==> src/rtl/flagalu_pkg.sv <==
package flagalu_pkg;

    localparam int OP_W   = 4;
    localparam int FLAG_W = 8;

    // flag byte bit positions (fixed by the condition byte layout)
    localparam int FB_C  = 0;
    localparam int FB_N  = 1;
    localparam int FB_PV = 2;
    localparam int FB_X3 = 3;
    localparam int FB_H  = 4;
    localparam int FB_X5 = 5;
    localparam int FB_Z  = 6;
    localparam int FB_S  = 7;

    localparam logic [FLAG_W-1:0] XY_MASK = (FLAG_W'(1) << FB_X5) | (FLAG_W'(1) << FB_X3);

    typedef enum logic [OP_W-1:0] {
        OP_ADD = 4'd0,
        OP_ADC = 4'd1,
        OP_SUB = 4'd2,
        OP_SBC = 4'd3,
        OP_AND = 4'd4,
        OP_OR  = 4'd5,
        OP_XOR = 4'd6,
        OP_CP  = 4'd7,
        OP_NEG = 4'd8,
        OP_BIT = 4'd9
    } alu_op_e;

    typedef enum logic [1:0] {
        LG_AND = 2'd0,
        LG_OR  = 2'd1,
        LG_XOR = 2'd2
    } logic_sel_e;

    typedef struct packed {
        logic s;
        logic z;
        logic h;
        logic pv;
        logic n;
        logic c;
    } core_flags_t;

endpackage

==> src/rtl/flagalu_addsub.sv <==
module flagalu_addsub #(
    parameter int W = 8
) (
    input  logic [W-1:0] a,
    input  logic [W-1:0] b,
    input  logic         cin,
    input  logic         sub,
    output logic [W-1:0] sum,
    output logic         cy,
    output logic         hc,
    output logic         ov
);
    localparam int HB = W - 4;   // bit above the low nibble of the top byte

    logic [W-1:0] b_eff;
    logic [W:0]   ext;

    // subtraction as a + ~b + ~cin; the carry out is then the inverse of borrow
    assign b_eff = sub ? ~b : b;
    assign ext   = {1'b0, a} + {1'b0, b_eff} + {{W{1'b0}}, cin ^ sub};
    assign sum   = ext[W-1:0];
    assign cy    = ext[W] ^ sub;
    assign hc    = a[HB] ^ b[HB] ^ sum[HB];

    always_comb begin
        if (sub) begin
            ov = (a[W-1] != b[W-1]) && (sum[W-1] != a[W-1]);
        end else begin
            ov = (a[W-1] == b[W-1]) && (sum[W-1] != a[W-1]);
        end
    end

endmodule

==> src/rtl/flagalu_logic.sv <==
module flagalu_logic
    import flagalu_pkg::*;
#(
    parameter int W = 8
) (
    input  logic [W-1:0] a,
    input  logic [W-1:0] b,
    input  logic_sel_e   sel,
    output logic [W-1:0] res,
    output logic         par_even
);
    always_comb begin
        unique case (sel)
            LG_AND:  res = a & b;
            LG_OR:   res = a | b;
            LG_XOR:  res = a ^ b;
            default: res = '0;
        endcase
    end

    assign par_even = ~^res;

endmodule

==> src/rtl/flagalu_bittest.sv <==
module flagalu_bittest #(
    parameter int DATA_W = 8,
    parameter int ADDR_W = 16,
    parameter int SEL_W  = $clog2(DATA_W)
) (
    input  logic [DATA_W-1:0] reg_val,
    input  logic [SEL_W-1:0]  bit_sel,
    input  logic              indexed,
    input  logic [ADDR_W-1:0] base,
    input  logic [DATA_W-1:0] disp,
    output logic              bit_clear,
    output logic              sign_hit,
    output logic [DATA_W-1:0] xy_src
);
    localparam int EXT_W = ADDR_W - DATA_W;

    logic              tested;
    logic [ADDR_W-1:0] disp_ext;
    logic [ADDR_W-1:0] eff_addr;
    logic              unused_addr_lo;

    assign tested    = reg_val[bit_sel];
    assign bit_clear = ~tested;
    assign sign_hit  = tested && (bit_sel == SEL_W'(DATA_W - 1));

    generate
        if (EXT_W > 0) begin : g_sext
            assign disp_ext = {{EXT_W{disp[DATA_W-1]}}, disp};
        end else begin : g_nosext
            assign disp_ext = disp[ADDR_W-1:0];
        end
    endgenerate

    assign eff_addr       = base + disp_ext;
    assign unused_addr_lo = ^eff_addr[ADDR_W-DATA_W-1:0];
    assign xy_src         = indexed ? eff_addr[ADDR_W-1 -: DATA_W] : reg_val;

endmodule

==> src/rtl/flagalu_core.sv <==
module flagalu_core
    import flagalu_pkg::*;
#(
    parameter int DATA_W = 8,
    parameter int WIDE_W = 16,
    parameter int SEL_W  = $clog2(DATA_W)
) (
    input  logic              clk,
    input  logic              rst_n,
    input  logic              op_valid,
    input  logic [OP_W-1:0]   op_code,
    input  logic              wide,
    input  logic [WIDE_W-1:0] opnd_a,
    input  logic [WIDE_W-1:0] opnd_b,
    input  logic [SEL_W-1:0]  bit_sel,
    input  logic              bit_indexed,
    input  logic [WIDE_W-1:0] idx_base,
    input  logic [DATA_W-1:0] idx_disp,
    input  logic              flag_load,
    input  logic [FLAG_W-1:0] flag_wdata,
    output logic [WIDE_W-1:0] result,
    output logic [FLAG_W-1:0] flags_q
);
    localparam int PAD_W = WIDE_W - DATA_W;

    alu_op_e     op;
    core_flags_t fl_q, fl_nxt;
    logic [1:0]  xy_q, xy_nxt;          // stored bit5/bit3 only
    logic [FLAG_W-1:0] xy_byte;          // operation-specific source byte
    logic        unused_xy;

    logic              is_neg, is_sub_op, use_carry;
    logic [DATA_W-1:0] n_a, n_b, n_sum;
    logic              n_cy, n_hc, n_ov;
    logic [WIDE_W-1:0] w_sum;
    logic              w_cy, w_hc, w_ov;
    logic [DATA_W-1:0] l_res;
    logic              l_par;
    logic_sel_e        l_sel;
    logic              b_clear, b_sign;
    logic [DATA_W-1:0] b_xy;

    assign op        = alu_op_e'(op_code);
    assign is_neg    = (op == OP_NEG);
    assign is_sub_op = (op == OP_SUB) || (op == OP_SBC) || (op == OP_CP) || is_neg;
    assign use_carry = ((op == OP_ADC) || (op == OP_SBC)) && fl_q.c;
    assign n_a       = is_neg ? '0 : opnd_a[DATA_W-1:0];
    assign n_b       = is_neg ? opnd_a[DATA_W-1:0] : opnd_b[DATA_W-1:0];

    always_comb begin
        unique case (op)
            OP_OR:   l_sel = LG_OR;
            OP_XOR:  l_sel = LG_XOR;
            default: l_sel = LG_AND;
        endcase
    end

    flagalu_addsub #(.W(DATA_W)) i_narrow (
        .a(n_a), .b(n_b), .cin(use_carry), .sub(is_sub_op),
        .sum(n_sum), .cy(n_cy), .hc(n_hc), .ov(n_ov)
    );

    flagalu_addsub #(.W(WIDE_W)) i_wide (
        .a(opnd_a), .b(opnd_b), .cin(use_carry), .sub(is_sub_op),
        .sum(w_sum), .cy(w_cy), .hc(w_hc), .ov(w_ov)
    );

    flagalu_logic #(.W(DATA_W)) i_logic (
        .a(opnd_a[DATA_W-1:0]), .b(opnd_b[DATA_W-1:0]), .sel(l_sel),
        .res(l_res), .par_even(l_par)
    );

    flagalu_bittest #(.DATA_W(DATA_W), .ADDR_W(WIDE_W), .SEL_W(SEL_W)) i_bit (
        .reg_val(opnd_b[DATA_W-1:0]), .bit_sel(bit_sel), .indexed(bit_indexed),
        .base(idx_base), .disp(idx_disp),
        .bit_clear(b_clear), .sign_hit(b_sign), .xy_src(b_xy)
    );

    // next flags and result
    always_comb begin
        fl_nxt  = fl_q;
        xy_byte = flags_q;
        result  = '0;
        unique case (op)
            OP_ADD, OP_ADC, OP_SUB, OP_SBC: begin
                fl_nxt.n = is_sub_op;
                if (wide) begin
                    result   = w_sum;
                    fl_nxt.c = w_cy;
                    fl_nxt.h = w_hc;
                    xy_byte  = w_sum[WIDE_W-1 -: DATA_W];
                    if (op != OP_ADD) begin
                        fl_nxt.s  = w_sum[WIDE_W-1];
                        fl_nxt.z  = (w_sum == '0);
                        fl_nxt.pv = w_ov;
                    end
                end else begin
                    result    = {{PAD_W{1'b0}}, n_sum};
                    fl_nxt.c  = n_cy;
                    fl_nxt.h  = n_hc;
                    fl_nxt.pv = n_ov;
                    fl_nxt.s  = n_sum[DATA_W-1];
                    fl_nxt.z  = (n_sum == '0);
                    xy_byte   = n_sum;
                end
            end
            OP_AND, OP_OR, OP_XOR: begin
                result    = {{PAD_W{1'b0}}, l_res};
                fl_nxt.c  = 1'b0;
                fl_nxt.n  = 1'b0;
                fl_nxt.h  = (op == OP_AND);
                fl_nxt.pv = l_par;
                fl_nxt.s  = l_res[DATA_W-1];
                fl_nxt.z  = (l_res == '0);
                xy_byte   = l_res;
            end
            OP_CP: begin
                result    = {{PAD_W{1'b0}}, opnd_a[DATA_W-1:0]};
                fl_nxt.c  = n_cy;
                fl_nxt.h  = n_hc;
                fl_nxt.pv = n_ov;
                fl_nxt.n  = 1'b1;
                fl_nxt.s  = n_sum[DATA_W-1];
                fl_nxt.z  = (n_sum == '0);
                xy_byte   = opnd_b[DATA_W-1:0];
            end
            OP_NEG: begin
                result    = {{PAD_W{1'b0}}, n_sum};
                fl_nxt.c  = n_cy;
                fl_nxt.h  = n_hc;
                fl_nxt.pv = n_ov;
                fl_nxt.n  = 1'b1;
                fl_nxt.s  = n_sum[DATA_W-1];
                fl_nxt.z  = (n_sum == '0);
                xy_byte   = n_sum;
            end
            OP_BIT: begin
                result    = {{PAD_W{1'b0}}, opnd_a[DATA_W-1:0]};
                fl_nxt.z  = b_clear;
                fl_nxt.pv = b_clear;
                fl_nxt.s  = b_sign;
                fl_nxt.h  = 1'b1;
                fl_nxt.n  = 1'b0;
                xy_byte   = b_xy;
            end
            default: begin
                result = '0;
            end
        endcase
    end

    assign xy_nxt    = {xy_byte[FB_X5], xy_byte[FB_X3]};
    assign unused_xy = ^(xy_byte & ~XY_MASK);

    // flag register
    always_ff @(posedge clk or negedge rst_n) begin
        if (!rst_n) begin
            fl_q <= '0;
            xy_q <= '0;
        end else if (flag_load) begin
            fl_q <= '{s: flag_wdata[FB_S], z: flag_wdata[FB_Z], h: flag_wdata[FB_H],
                      pv: flag_wdata[FB_PV], n: flag_wdata[FB_N], c: flag_wdata[FB_C]};
            xy_q <= {flag_wdata[FB_X5], flag_wdata[FB_X3]};
        end else if (op_valid) begin
            fl_q <= fl_nxt;
            xy_q <= xy_nxt;
        end
    end

    assign flags_q[FB_S]  = fl_q.s;
    assign flags_q[FB_Z]  = fl_q.z;
    assign flags_q[FB_X5] = xy_q[1];
    assign flags_q[FB_H]  = fl_q.h;
    assign flags_q[FB_X3] = xy_q[0];
    assign flags_q[FB_PV] = fl_q.pv;
    assign flags_q[FB_N]  = fl_q.n;
    assign flags_q[FB_C]  = fl_q.c;

    // assertions
    AST_IDLE_HOLD: assert property (@(posedge clk) disable iff (!rst_n)
        (!op_valid && !flag_load) |=> $stable(flags_q));

    AST_LOAD_WINS: assert property (@(posedge clk) disable iff (!rst_n)
        flag_load |=> (flags_q == $past(flag_wdata)));

    AST_SUB_SETS_N: assert property (@(posedge clk) disable iff (!rst_n)
        (op_valid && !flag_load && is_sub_op) |=> flags_q[FB_N]);

    AST_WIDE_ADD_KEEP: assert property (@(posedge clk) disable iff (!rst_n)
        (op_valid && !flag_load && wide && op == OP_ADD)
        |=> (flags_q[FB_S] == $past(flags_q[FB_S])) && (flags_q[FB_Z] == $past(flags_q[FB_Z]))
            && (flags_q[FB_PV] == $past(flags_q[FB_PV])));

    AST_LOGIC_NO_CARRY: assert property (@(posedge clk) disable iff (!rst_n)
        (op_valid && !flag_load && (op == OP_AND || op == OP_OR || op == OP_XOR))
        |=> !flags_q[FB_C] && !flags_q[FB_N]);

    AST_BIT_HALF: assert property (@(posedge clk) disable iff (!rst_n)
        (op_valid && !flag_load && op == OP_BIT)
        |=> flags_q[FB_H] && !flags_q[FB_N] && (flags_q[FB_C] == $past(flags_q[FB_C])));

endmodule

==> config.mk <==
export PLATFORM = sky130hd
export DESIGN_NAME = flagalu_core
export DESIGN_NICKNAME = d
export VERILOG_FILES = /design/src/rtl/flagalu_pkg.sv /design/src/rtl/flagalu_addsub.sv /design/src/rtl/flagalu_logic.sv /design/src/rtl/flagalu_bittest.sv /design/src/rtl/flagalu_core.sv
export SDC_FILE = /design/constraint.sdc
export NUM_CORES = 1
export LEC_CHECK = 0
export BUFFER_PORTS_ARGS = -buffer_cell sky130_fd_sc_hd__buf_2
export CORE_ASPECT_RATIO = 1.25
export CORE_UTILIZATION = 30
export CTS_CLUSTER_SIZE = 25
export DETAILED_ROUTE_END_ITERATION = 7
export SLEW_MARGIN = 20
export SYNTH_ARGS = -nofsm -noshare
export SYNTH_HDL_FRONTEND = slang
export SYNTH_HIERARCHICAL = 1
export SYNTH_SLANG_ARGS = --single-unit
==> constraint.sdc <==
create_clock -name clk -period 4.7 [get_ports clk]
set_input_delay 0.705 -clock clk [delete_from_list [all_inputs] [get_ports clk]]
set_output_delay 0.705 -clock clk [all_outputs]
set_load 0.1 [all_outputs]
; Word-level counts from Yosys, hierarchy flattened
; Index checks and enable logic that the tools add are counted.
[classes]
add_sub_neg = 5
n_lt_le_gt_ge = 1
reduce_logical = 29
bitwise_logic = 13
n_eq_ne = 19
n_mux = 25
[op_table]
columns = cell, count
row1 = $pmux W16 S4, 1
row2 = $mux W16, 2
row3 = $pmux W6 S5, 1
row4 = $mux W6, 4
row5 = $mux W8, 3
row6 = $pmux W8 S3, 1
row7 = $pmux W5 S4, 1
row8 = $add A16 B16 Y17, 1
row9 = $add A17 B1 Y17, 1
row10 = $eq A4 B3 Y1 const B, 4
row11 = $logic_not A16 Y1, 1
row12 = $logic_not A8 Y1, 2
row13 = $not A16 Y16, 1
row14 = $add A14 B14 Y14, 1
row15 = $add A8 B8 Y9, 1
row16 = $add A9 B1 Y9, 1
row17 = $and A8 B8 Y8, 1
row18 = $eq A4 B2 Y1 const B, 2
row19 = $eq A4 B4 Y1 const B, 2
row20 = $not A8 Y8, 1
row21 = $or A8 B8 Y8, 1
row22 = $reduce_bool A4 Y1, 2
row23 = $reduce_xnor A8 Y1, 1
row24 = $xor A8 B8 Y8, 1
row25 = 28 further kinds, 55
[word_totals]
in_bits = 77
ff_bits = 8

; Longest topological paths before layout
; Gate-level depths: netlist of the first run.
[logic_depth]
depth_word = 15
depth_mapped = 20
ltp_nobuf = 17

; By module
; The synthesis of the first run kept the hierarchy.
[modules_own_cells]
columns = module, seq_area_each_um2, n_inst, cells_each, area_each_um2
row1 = flagalu_core, 200.2, 1, 168, 1288.7
row2 = flagalu_addsub (i_wide), 0.0, 1, 122, 950.9
row3 = flagalu_bittest, 0.0, 1, 114, 837.1
row4 = flagalu_logic, 0.0, 1, 69, 616.8
row5 = flagalu_addsub (i_narrow), 0.0, 1, 54, 450.4

; Worst setup path after synthesis of the first run
; OpenSTA, ideal clock, no wires.
[synth_timing]
path_kind = input-to-output
startpoint = input op_code[1]
endpoint = output result[12]
stages = 16
n_path_buf = 4
arrival_time_ns = 4.631
slack_ns = -0.636
required_time_ns = 3.995
cell_sequence = buf_4 -> nor4b_2 -> buf_2 -> nand2b_1 -> buf_2 -> buf_2 -> xor2_1 -> fa_1 -> fa_1 -> a21oi_1 -> o21ai_1 -> a21oi_1 -> nor2_1 -> a41o_1 -> xor2_1 -> and2_1
[synth_between]
elab_chain_cells = 9
[synth_lines]
columns = item, line_no
row1 = start: declaration, flagalu_core.sv:11  ; input logic [OP_W-1:0] op_code,
row2 = $eq A4 B2 Y1, flagalu_core.sv:45  ; assign is_sub_op = (op == OP_SUB) || (op == OP_SBC) || (op == OP_CP) || is_neg;
row3 = $logic_or A1 B1 Y1 (2 in a row), flagalu_core.sv:45
row4 = $logic_or A1 B1 Y1 (*), flagalu_core.sv:45
row5 = named net is_sub_op, flagalu_core.sv:32  ; logic is_neg, is_sub_op, use_carry;
row6 = $mux W16, flagalu_addsub.sv:19  ; assign b_eff = sub ? ~b : b;
row7 = $add A16 B16 Y17, flagalu_addsub.sv:20  ; assign ext = {1'b0, a} + {1'b0, b_eff} + {{W{1'b0}}, cin ^ sub};
row8 = $add A17 B1 Y17 (*), flagalu_addsub.sv:20
row9 = named net w_sum[12], flagalu_core.sv:35  ; logic [WIDE_W-1:0] w_sum;
row10 = $mux W16 (*), flagalu_core.sv:87  ; if (wide) begin
row11 = $pmux W16 S4 (*), flagalu_core.sv:84  ; unique case (op)
row12 = end: declaration, flagalu_core.sv:21  ; output logic [WIDE_W-1:0] result,
; The timed path passes the listed nets; every way through them passes the cells marked *.

; Final worst setup path of the first run
[layout_timing]
startpoint = input op_code[1]
endpoint = output result[6]
[layout_rtl]
columns = item, line_no
row1 = $eq A4 B4 Y1 (*), flagalu_core.sv:44  ; assign is_neg = (op == OP_NEG);
row2 = $mux W8 (*), flagalu_core.sv:48  ; assign n_b = is_neg ? opnd_a[DATA_W-1:0] : opnd_b[DATA_W-1:0];
row3 = named net n_b[0], flagalu_core.sv:33  ; logic [DATA_W-1:0] n_a, n_b, n_sum;
row4 = $not A8 Y8, flagalu_addsub.sv:19
row5 = $mux W8 (*), flagalu_addsub.sv:19
row6 = $add A8 B8 Y9 (*), flagalu_addsub.sv:20
row7 = $add A9 B1 Y9 (*), flagalu_addsub.sv:20
row8 = named net n_sum[6], flagalu_core.sv:33
row9 = $mux W16, flagalu_core.sv:87
row10 = $pmux W16 S4 (*), flagalu_core.sv:84
; Marked as above.

==> run metrics, run 1 <==
status completed; Final setup viols 0; Final Cycle Share 97.1%; gp weighted congestion 0.891; startpoint types primary input; Max Root-Sink Buffers 2; Tmin final 4560 ps; mapped cell area 3760 µm²; Core ar. 12200 µm²; worst hold path class primary input to asynchronous set/reset pin; Clock Pin Slew Worst Setup and Hold Paths 40 ps; Cell Count Post-Placement 718; CP delay by family, top adder cells; vias per cell 5.36; Max Transition Viols Final 0; CP arrival 3860 ps; CTS tree built; slowest stage delay, CP 470 ps; fin area 4770 µm²; Num CTS Buffers 3; Finished Layout Cells 724; syn nets 597; hold_buf cts 0; DRC viols 0; number of global-route vias before repair 3830; leading cell type in the layout, fill and taps excluded buf_2; DIE HEIGHT 127 µm; Worst Path Required 3990 ps; RSZ-0062 raised after global routing true; Worst Slack Setup Final 138 ps; Buf+Inv Stages, Crit Path 3; DRT iter0 DRCs 218; 1st-pass router iterations 6; Port Buffer Count 98; Die W 102 µm; setup tns final 0 ps; Crit Path Category primary input to primary output; most frequent cells in the layout buf_2 (84), ha_1 (51), nand2_1 (42); drt wl/cell 15.6 µm; Fillers 1271; Avg Inst Size Synth 8.08 µm²; Worst-Margin Slew 562 ps; largest fanout on the critical path 9; layout cells sized above 1 31.1%; Setup crit end kind primary output; row count 45; detailed placement HPWL 9.56 mm; # clock sinks 8; Tot GR Track Use 17.2%; I/O pin count 101; worst-path cell chain buf_2 -> nor4b_4 -> buf_6 -> mux2_2 -> xor2_1 -> fa_1 -> fa_1 -> a21oi_1 -> o21ai_1 -> a21oi_1 -> xnor2_1 -> nand2_1 -> nand2_2 -> buf_12; first-pass GRT wire length 17.9 mm; PwrDens 248 nW/µm²; Clock Tree Root clkbuf_16; Slowest cell on crit path fa_1; DR vias 3878; Initial Util 30.9%; largest net degree at the start of global routing 21; antenna violations before repair 1; pre-CTS setup slack -116 ps; Cell Area, Placed 4630 µm²; Sequential Area 200 µm²; Max-Cap Viols 0; Fmax 219 MHz; Yosys Warn Count 6; Routed WL 11.3 mm; Mapped Cells 465; H-tree depth 1; multi-input combinational cell area 3330 µm²; Leak Pwr 0.00221 µW; Peak VDD IR 0.000109 V; clk_lat worst skew 230 ps; Final ANT Viol Nets 0; slew margin rel. 62.4%; final hold viol count 0; Nets 693; Area Overhead vs Synth 27.0%; Post-Route Skew 3.45 ps; full die area 13000 µm²; GR Overflow Total 0
[flip-flops by register name (all words and copies together), names as in the netlist]
signal   cells
xy_q         2
flags_q      6
[layer usage]
metal / track usage, % / vias to the layer above / part of all wire, %
li1: - / 1906 / -
met4: 7.23 / 0 / 3.8
met2: 33.1 / 126 / 52
met1: 19.0 / 1815 / 39
met5: 0 / - / 0
met3: 1.15 / 31 / 4.8
[metrics by stage]
step	util, %	power, µW	hold slack, ps
floorplan	-	767	409
global placement	38.1	1010	549
detailed placement	38.1	1020	551
CTS	38.7	1170	317
global route	39.2	1260	324
finish	39.2	1180	314
[worst register-to-register path: stages (launching register included)]
cell	delay [ps]
dfrtp_1	400
and4_1	280
xor2_1	180
fa_1	420
fa_2	370
a21oi_2	170
o21ai_1	110
a21oi_2	190
nor2_1	80
a41o_1	280
xor2_1	160
nor4b_1	330
nand4_1	160
o41ai_1	440
buf_4	190
nand3_1	80
o211ai_1	90
[final cells by class]
| class | count | area share (%) |
|---|---|---|
| antenna | 1 | 0.0525 |
| clock buffer | 3 | 1.57 |
| inverter | 27 | 2.12 |
| multi-input combinational | 401 | 69.7 |
| sequential | 8 | 4.20 |
| tap | 164 | 4.30 |
| timing repair buffer | 120 | 18.0 |
[path summary, 6_finish.rpt]
check | from | depth (start not counted) | end | slack (ps)
setup / recovery | op_code[1] | 14 | result[6] | 140
hold / removal | rst_n | 1 | xy_q[0]$_DFFE_PN0P_ | 310
setup reg to reg | flags_q[0]$_DFFE_PN0P_ | 16 | flags_q[6]$_DFFE_PN0P_ | 710
hold reg to reg | flags_q[6]$_DFFE_PN0P_ | 2 | flags_q[6]$_DFFE_PN0P_ | 570
max in group asynchronous | rst_n | 1 | flags_q[0]$_DFFE_PN0P_ | 4210
min in group clk | flags_q[6]$_DFFE_PN0P_ | 2 | flags_q[6]$_DFFE_PN0P_ | 570
[timing repair]
action,in CTS,in global routing
gates resized for setup,0,11
endpoints found under the setup margin,0,10
buffers inserted,0,2
[report_power, final]
group | internal (µW) | leakage [µW] | switching [µW]
Clock | 110 | 0.0000370 | 32.0
Sequential | 77.3 | 0.0000965 | 5.42
Combinational | 358 | 0.00208 | 601
Power figures use the tool's default switching activity.
==> run 2: changes to the inputs <==
CELL_PAD_IN_SITES_DETAIL_PLACEMENT = 1   (was not set)
CELL_PAD_IN_SITES_GLOBAL_PLACEMENT = 2   (was not set)
CORE_UTILIZATION = 29   (was 30)
PLACE_DENSITY_LB_ADDON = 0.1   (was not set)
RECOVER_POWER = 100   (was not set)
==> run 2 against run 1 <==
Clock skew is 0.73 ps lower. Combinational power rose by 2%. Cell count grew 1.7%. First-iteration DRC count is 12% lower. Critical path depth shrank 1. Die area up 3.4%. Largest power group unchanged.
==> run metrics, run 2 (same netlist as run 1, synthesis figures left out) <==
drt wl/cell 17.6 µm (was 15.6 µm); Clk pwr share 11.7% (was 12.0%); Worst R2R Setup Slack 870 ps (was 710 ps); DIE HEIGHT 129 µm (was 127 µm); max reg flops 6 (unchanged); Final ANT Viol Nets 0 (unchanged); met3 usage 1.56% (was 1.15%); RSZ-0062 raised after global routing false (was true); Crit Path Category primary input to primary output (unchanged); Tot GR Track Use 19.1% (was 17.2%); Peak VDD IR 0.000120 V (was 0.000109 V); clk_lat worst skew 230 ps (about the same); Routed WL 12.9 mm (was 11.3 mm); pre-CTS setup slack 11.4 ps (was -116 ps); antenna violations before repair 0 (was 1); Port Buffer Count 98 (unchanged); Die W 104 µm (was 102 µm); slew margin rel. 21.0% (was 62.4%); most frequent cells in the layout buf_2 (73), ha_1 (51), nand2_1 (42) (was buf_2 (84), ha_1 (51), nand2_1 (42)); startpoint types primary input (unchanged); busiest grt layer met2 (unchanged); Final Hold Slack 393 ps (was 314 ps); Core ar. 12700 µm² (was 12200 µm²); Final Cycle Share 97.2% (was 97.1%); Max-Cap Viols 0 (unchanged); largest fanout on the critical path 14 (was 9); Worst Slack Setup Final 132 ps (was 138 ps); Comb power frac 81.4% (was 81.0%); 1st-pass router iterations 6 (unchanged); DR vias 3840 (was 3878); layout cells sized above 1 30.1% (was 31.1%); largest net degree at the start of global routing 20 (was 21); Flop pwr share 6.9% (was 7.0%); fin area 4820 µm² (was 4770 µm²); Max Transition Viols Final 0 (unchanged); met2 Use GR 37.3% (was 33.1%); Area Overhead vs Synth 28.3% (was 27.0%); Num CTS Buffers 3 (unchanged); Worst setup endpoint result[5] (was result[6]); DRC viols 0 (unchanged); DRT iter0 DRCs 192 (was 218); P_sw 656 µW (was 638 µW); CP arrival 3860 ps (about the same); worst hold path class primary input to asynchronous set/reset pin (unchanged); Worst-Margin Slew 1190 ps (was 562 ps); Initial Util 29.7% (was 30.9%); Post-Route Skew 2.72 ps (was 3.45 ps); Final setup viols 0 (unchanged); detailed placement HPWL 11.0 mm (was 9.56 mm); r2r endpoint flags_q[6]$_DFFE_PN0P_ (unchanged); gp weighted congestion 0.830 (was 0.891); first-pass GRT wire length 20.5 mm (was 17.9 mm); Power Internal 542 µW (was 545 µW); vias per cell 5.22 (was 5.36); Clock Pin Slew Worst Setup and Hold Paths 40 ps (about the same); Tmin final 4570 ps (was 4560 ps); Finished Layout Cells 736 (was 724); CTS tree built (unchanged); Leak Pwr 0.00222 µW (was 0.00221 µW); Sw Ratio 54.8% (was 54.0%); status completed (unchanged); final hold viol count 0 (unchanged); I/O pin count 101 (unchanged); # clock sinks 8 (unchanged); row count 46 (was 45); Cell Count Post-Placement 724 (was 718); worst r2r src flags_q[0]$_DFFE_PN0P_ (unchanged); PwrDens 249 nW/µm² (was 248 nW/µm²); worst reg2reg path depth 15 (was 16); Clock Tree Root clkbuf_16 (unchanged); full die area 13400 µm² (was 13000 µm²); met1 usage 22.8% (was 19.0%); Worst Path Required 3990 ps (about the same); leading cell type in the layout, fill and taps excluded buf_2 (unchanged); H-tree depth 1 (unchanged); number of global-route vias before repair 4013 (was 3830); # diodes 0 (was 1); Cell Area, Placed 4650 µm² (was 4630 µm²); Nets 702 (was 693); Max Root-Sink Buffers 2 (unchanged); total power 1200 µW (was 1180 µW); GR Overflow Total 0 (unchanged); Setup crit end kind primary output (unchanged); Fmax 219 MHz (about the same); Setup crit start op_code[1] (unchanged)
==> run 2: cell types whose count changed in the layout (fill, tap and decap cells not counted), sizes merged <==
cell and change:
clkbuf +12, buf -3, diode -1
==> run 2: how the worst min path moves through the flow <==
stage | start | endpoint | slack [ps] | cells after the start
4_1_cts | rst_n | xy_q[1]$_DFFE_PN0P_ | 310 | 1
3_5_place_dp | rst_n | xy_q[1]$_DFFE_PN0P_ | 560 | 1
2_1_floorplan | rst_n | flags_q[0]$_DFFE_PN0P_ | 410 | 0
3_3_place_gp | flags_q[1]$_DFFE_PN0P_ | flags_q[1]$_DFFE_PN0P_ | 550 | 2
5_1_grt | rst_n | xy_q[1]$_DFFE_PN0P_ | 430 | 1
6_report | rst_n | xy_q[1]$_DFFE_PN0P_ | 390 | 1
==> run 2: timing repair <==
| action | CTS | global route |
|---|---|---|
| gates resized for setup | 0 | 10 |
| setup endpoints to repair | 1 | 8 |
| hold endpoints to repair | 0 | 0 |
| buffers inserted | 0 | 9 |
| hold buffers | 0 | 0 |
| pin swaps | 0 | 1 |
==> run 2: power by group through the flow <==
stage	Combinational (µW)	Clock, µW	Sequential (µW)
final	975	140	82.6
after global routing	1050	149	83.7
after CTS	976	144	82.8
after detailed placement	970	0	83.5
after global placement	960	0	83.6
after floorplan	625	0	142
==> run 2: area by class of cell <==
type / instances / area (µm²)
repair buffers: 129 / 916
multi-input cells: 401 / 3320
fillers: 1583 / 7840
inverters: 27 / 101
clock buffers: 3 / 75.1
well taps: 168 / 210
flip-flops and latches: 8 / 200
==> run 2: critical path, stage by stage <==
cell      delay, ps
buf_2           130
nor4b_4         310
buf_6           200
buf_4           130
mux2_2          330
xor2_1          240
ha_1            300
a211oi_1        310
o31ai_2         150
xor2_1          190
a22o_1          280
a221o_1         300
clkbuf_4        290
==> run 2: per-stage QoR <==
step,setup TNS [ps],util [%]
after global placement,0,36.7
after floorplan,0,-
after detailed placement,0,36.7
after global routing,0,38.1
after CTS,-10.4,37.3
final,0,38.1
==> run 2: layer usage <==
layer / vias to the layer above / routed length [µm]
met5: - / 0
met1: 1845 / 5640
li1: 1915 / -
met4: 0 / 244
met3: 11 / 298
met2: 69 / 6750
